**src/rtl/nvu_pkg.sv**
```systemverilog
package nvu_pkg;
  localparam int ADDR_W  = 13;
  localparam int KEY_LEN = 6;
  localparam int STEP_W  = $clog2(KEY_LEN);
  localparam int LAST    = KEY_LEN - 1;

  // Shared prefix of the key; index LAST gives the store terminator.
  function automatic logic [ADDR_W-1:0] key_addr(input int idx);
    case (idx)
      0:       key_addr = 13'h0000;
      1:       key_addr = 13'h1555;
      2:       key_addr = 13'h0AAA;
      3:       key_addr = 13'h1FFF;
      4:       key_addr = 13'h10F0;
      default: key_addr = 13'h0F0F;
    endcase
  endfunction

  localparam logic [ADDR_W-1:0] STORE_END  = 13'h0F0F;
  localparam logic [ADDR_W-1:0] RECALL_END = 13'h0F0E;
endpackage

```
**src/rtl/nvu_key_match.sv**
```systemverilog
module nvu_key_match
  import nvu_pkg::*;
#(
  parameter int AW = ADDR_W,
  parameter int KL = KEY_LEN,
  parameter int SW = STEP_W
) (
  input  logic [AW-1:0] addr,
  input  logic [SW-1:0] step,
  output logic          prefix_hit,
  output logic          store_hit,
  output logic          recall_hit,
  output logic          is_start
);
  logic [KL-2:0] hit;

  genvar g;
  generate
    for (g = 0; g < KL - 1; g++) begin : g_cmp
      assign hit[g] = (addr == key_addr(g));
    end
  endgenerate

  always_comb begin
    prefix_hit = 1'b0;
    for (int i = 0; i < KL - 1; i++)
      if (step == SW'(i)) prefix_hit = hit[i];
  end

  assign store_hit  = (step == SW'(KL - 1)) && (addr == STORE_END);
  assign recall_hit = (step == SW'(KL - 1)) && (addr == RECALL_END);
  assign is_start   = hit[0];
endmodule

```
**src/rtl/nvu_step_ctr.sv**
```systemverilog
module nvu_step_ctr
  import nvu_pkg::*;
#(
  parameter int KL = KEY_LEN,
  parameter int SW = STEP_W
) (
  input  logic          clk,
  input  logic          rst,
  input  logic          clear,
  input  logic          advance,
  input  logic          miss,
  input  logic          miss_start,
  output logic [SW-1:0] step
);
  always_ff @(posedge clk) begin
    if (rst || clear)  step <= '0;
    else if (advance)  step <= step + SW'(1);
    else if (miss)     step <= miss_start ? SW'(1) : '0;
  end

  // a miss never leaves progress beyond step one
  p_miss_restart_r6: assert property (@(posedge clk) disable iff (rst)
    (miss && !clear && !advance) |=> (step <= SW'(1)));

  p_step_range_r1: assert property (@(posedge clk) disable iff (rst)
    step <= SW'(KL - 1));

  // clear forces idle
  p_clear_idle_r8: assert property (@(posedge clk) disable iff (rst)
    clear |=> (step == '0));
endmodule

```
**src/rtl/nvu_seq_unlock.sv**
```systemverilog
module nvu_seq_unlock
  import nvu_pkg::*;
#(
  parameter int AW = ADDR_W,
  parameter int KL = KEY_LEN
) (
  input  logic          clk,
  input  logic          rst,
  input  logic          acc_valid,
  input  logic          chip_sel,
  input  logic          wr_en,
  input  logic [AW-1:0] addr,
  input  logic          ctrl_busy,
  output logic          store_req,
  output logic          recall_req,
  output logic          data_hiz
);
  localparam int SW = $clog2(KL);

  logic [SW-1:0] step;
  logic prefix_hit, store_hit, recall_hit, is_start;
  logic access, take, at_last, done_s, done_r, advance, miss, clear;

  nvu_key_match #(.AW(AW), .KL(KL), .SW(SW)) u_match (
    .addr(addr), .step(step), .prefix_hit(prefix_hit),
    .store_hit(store_hit), .recall_hit(recall_hit), .is_start(is_start)
  );

  assign access  = acc_valid && chip_sel;
  assign take    = access && !wr_en && !ctrl_busy;
  assign at_last = (step == SW'(KL - 1));
  assign done_s  = take && store_hit;
  assign done_r  = take && recall_hit;
  assign advance = take && !at_last && prefix_hit;
  assign miss    = take && !advance && !done_s && !done_r;
  assign clear   = ctrl_busy || (access && wr_en) || done_s || done_r;

  nvu_step_ctr #(.KL(KL), .SW(SW)) u_step (
    .clk(clk), .rst(rst), .clear(clear), .advance(advance),
    .miss(miss), .miss_start(is_start), .step(step)
  );

  always_ff @(posedge clk) begin
    if (rst) begin
      store_req  <= 1'b0;
      recall_req <= 1'b0;
      data_hiz   <= 1'b0;
    end else begin
      store_req  <= done_s;
      recall_req <= done_r;
      data_hiz   <= take && at_last && (store_hit || recall_hit);
    end
  end

  p_excl_r2: assert property (@(posedge clk) disable iff (rst)
    $onehot0({store_req, recall_req}));

  p_busy_quiet_r8: assert property (@(posedge clk) disable iff (rst)
    ctrl_busy |=> (!store_req && !recall_req));

  p_write_quiet_r3: assert property (@(posedge clk) disable iff (rst)
    (acc_valid && chip_sel && wr_en) |=> (!store_req && !recall_req));

  p_desel_quiet_r4: assert property (@(posedge clk) disable iff (rst)
    (acc_valid && !chip_sel) |=> (!store_req && !recall_req && $stable(step)));

  p_single_r7: assert property (@(posedge clk) disable iff (rst)
    (store_req || recall_req) |=> (!store_req && !recall_req));

  p_idle_hold_r10: assert property (@(posedge clk) disable iff (rst)
    (!acc_valid && !ctrl_busy) |=> $stable(step));
endmodule

```
**config.mk**
```make
export PLATFORM = sky130hd
export DESIGN_NAME = nvu_seq_unlock
export DESIGN_NICKNAME = d
export VERILOG_FILES = /design/src/rtl/nvu_pkg.sv /design/src/rtl/nvu_key_match.sv /design/src/rtl/nvu_step_ctr.sv /design/src/rtl/nvu_seq_unlock.sv
export SDC_FILE = /design/constraint.sdc
export NUM_CORES = 1
export LEC_CHECK = 0
export BUFFER_PORTS_ARGS = -buffer_cell sky130_fd_sc_hd__buf_2
export CAP_MARGIN = 20
export CORE_MARGIN = 2
export CORE_UTILIZATION = 25
export CTS_CLUSTER_DIAMETER = 50
export CTS_CLUSTER_SIZE = 16
export DETAILED_ROUTE_END_ITERATION = 12
export PLACE_DENSITY = 0.45
export RECOVER_POWER = 25
export SLEW_MARGIN = 30
export SYNTH_ARGS = -nofsm -noshare
export SYNTH_HDL_FRONTEND = slang
export SYNTH_SLANG_ARGS = --single-unit
```
**constraint.sdc**
```tcl
create_clock -name clk -period 4.31 [get_ports clk]
set_clock_uncertainty 0.1 [all_clocks]
set_input_delay 0.6465 -clock clk [delete_from_list [all_inputs] [get_ports clk]]
set_output_delay 0.6465 -clock clk [all_outputs]
set_load 0.02 [all_outputs]
```
==> reports/metrics.yaml <==
yosysTopAreaCellShare_pct: 24.1
synth.net_count: 88
drc: 0
ir_worst_vdd_v: 0.0000967
critPathRequiredTime_ns: 4.34
cts.clk_slew.worst_paths_ns: 0.05
final_area_um2: 658
endpoint_kind: "flip-flop"
seq_area_frac_synth_pct: 24.1
seqCellArea_um2: 120
antenna_left: 0
clkPwrFrac_pct: 41.5
first_global_vias: 533
final_layout_size_suffix_gt1_share_pct: 28.4
syn-cell-area_um2: 499
synth-seq-cells: 6
cts_made_buffers: 3
synth.distinct_cells: 27
drt_iter0_markers: 11
fp.dieW_um: 48.7
diodes: 0
status: "finished clean"
worstPathArrival_ns: 2.33
critPathKind: "in -> reg"
vias_per_cell: 4.90
hold_path_end: "u_step.step[1]"
synth_top_cell_by_area: "dfxtp_1"
intPower_uw: 95.3
layout_common_cells: "19 x buf_2, 8 x nand2_1, 6 x nor2_1, 6 x dfxtp_1, 5 x ha_1"
min_delay_path_depth: 2
gr-usage-all-layers_pct: 11.4
globalplace.congestion: 0.834
cp_num_buf_inv: 1
finalWirelength_mm: 1.27
cts_resized: 0
wl_per_cell_um: 11.0
syn_inst: 64
rsz0062_at_grt: "no"
ctsLongestPathBuffers: 2
die_h_um: 48.7
p_leak_nw: 0.249
io_pins: 22
grt_pass1_wl_mm: 2.17
dieArea_um2: 2370
tns_ns: 0
clock_latency_ns: 0.24
hpwl_mm: 1.07
io_buffers: 21
fin_nets: 114
timing.fmax_mhz: 433
final_hold_viol_count: 0
syn_area_per_cell_um2: 7.80
antenna_found_initial: 0
maxCapViolCount: 0
cpPeakStageDelay_ns: 0.48
slew_headroom_pct: 66.3
p_sw_uw: 29.4
rr_endpoint: "u_step.step[0]"
root_buffer: "clkbuf_4"
cts_tree: "built"
synth_warnings: 0
power_frac_seq_pct: 44.6
ys_top_cells_by_area: "dfxtp_1 24%, ha_1 13%, nand2_1 6.0%"
floorplan.initialDensity_pct: 26.0
postPlaceCellArea_um2: 638
overflow: 0
crit_slowest_cell: "nor4_1"
setup_viol_count_final: 0
std_cell_rows: 16
regToRegStartpoint: "u_step.step[1]"
multi_input_area_um2: 368
fin_crit_ns: 2.31
startpoint: "addr[0]"
post_cts_buffers: 0
p_per_area_nw_per_um2: 190
worst_slew_pin_slew_ns: 0.501
vias: 564
h-tree-depth: 1
swShare_pct: 23.6
min_path_type: "reg -> reg"
cts_hold_buffers: 0
area_growth_pct: 31.8
holdCritStartpoint: "u_step.step[1]"
nFillCells: 226
slew_violations: 0
critPathTopFamily: "compound AO/OA/AOI/OAI gates"
rrSetupSlack_ns: 2.02
grt_max_degree: 8
rr_worst_depth: 8
post-route-period-util_pct: 53.5
worstSetupStartpointType: "primary input"
crit_chain: "buf_2 > nor4_1 > nand4_1 > o21ba_2 > o31a_1 > o21ai_0 > a211oi_1"
layout_commonest_cell: "buf_2"
power_frac_comb_pct: 13.8
cts_sinks: 6
critPathMaxFanout: 4
dr.pass1.iters: 4
core_area_um2: 1920
how the worst max path moves through the flow:
stage,end,slack (ns),cells past startpoint
2_1_floorplan,u_step.step[0],1.95,6
3_3_place_gp,u_step.step[0],1.76,7
3_5_place_dp,u_step.step[0],1.76,7
4_1_cts,u_step.step[0],2.00,7
5_1_grt,u_step.step[0],1.88,8
6_report,u_step.step[0],2.00,7
metal layers:
| metal | global-route usage (%) | up-vias | share of wire (%) |
|---|---|---|---|
| li1 | - | 298 | - |
| met1 | 15.2 | 244 | 49 |
| met4 | 5.71 | 0 | 1.4 |
| met3 | 1.85 | 4 | 6.6 |
| met5 | 0 | - | 0 |
| met2 | 17.8 | 18 | 43 |
Yosys cell counts, drive strengths merged:
library cell,instances
nand2b,1
nor3,5
o21ba,1
o21a,2
a31oi,1
o21ai,4
o31a,1
a21oi,1
nand3,3
or4,1
ha,5
a21boi,1
a32oi,1
inv,3
nor4,3
nor2,6
o41ai,1
or4b,1
dfxtp,6
o31ai,1
and2,1
a311oi,1
or3,1
a211oi,1
nand2,8
nand4,4
sequential cells by signal, summed over array words and instances, names as in the netlist:
name / count
u_step.step: 3
data_hiz: 1
recall_req: 1
store_req: 1
logic make-up (layout without fill, tap and decap cells):
group           count (synthesis)  in the layout  share of synthesized area (%)
fa+ha+maj                       5              5                           12.5
buf+inv                         3             27                           2.26
simple gates                   34             34                           35.6
compound gates                 16             16                           25.6
flops                           6              6                           24.1
per-stage QoR:
| stage | utilization [%] | hold slack [ns] | worst slack, ns | cells | total power [mW] |
|---|---|---|---|---|---|
| after floorplan | - | 0.364 | 1.95 | 64 | 0.0616 |
| after global placement | 33.2 | 0.389 | 1.76 | 112 | 0.0737 |
| after detailed placement | 33.2 | 0.391 | 1.76 | 112 | 0.0740 |
| after CTS | 34.4 | 0.418 | 2.00 | 115 | 0.127 |
| after global routing | 34.2 | 0.439 | 1.88 | 115 | 0.131 |
| final | 34.2 | 0.413 | 2.00 | 115 | 0.125 |
area by class of cell:
cell class	instances	area share (%)
Clock buffer	3	3.42
Inverter	3	1.71
Multi-Input combinational cell	55	55.9
Sequential cell	6	18.3
Tap cell	27	5.13
Timing Repair Buffer	21	15.6
power groups by stage:
| stage | combinational, mW | sequential (mW) | clock [mW] |
|---|---|---|---|
| after floorplan | 0.00496 | 0.0567 | 0 |
| after global placement | 0.0171 | 0.0567 | 0 |
| after detailed placement | 0.0173 | 0.0567 | 0 |
| after CTS | 0.0174 | 0.0556 | 0.0539 |
| after global routing | 0.0197 | 0.0555 | 0.0556 |
| final | 0.0173 | 0.0556 | 0.0518 |
worst reg2reg max path: stages (launching register included):
cell      delay [ns]
dfxtp_1         0.33
inv_1           0.08
ha_1            0.23
or4b_1          0.47
o41ai_1         0.23
o21ba_2         0.22
o31a_1          0.26
o21ai_0         0.16
a211oi_1        0.09
No activity file was read; power rests on OpenSTA's default activity.
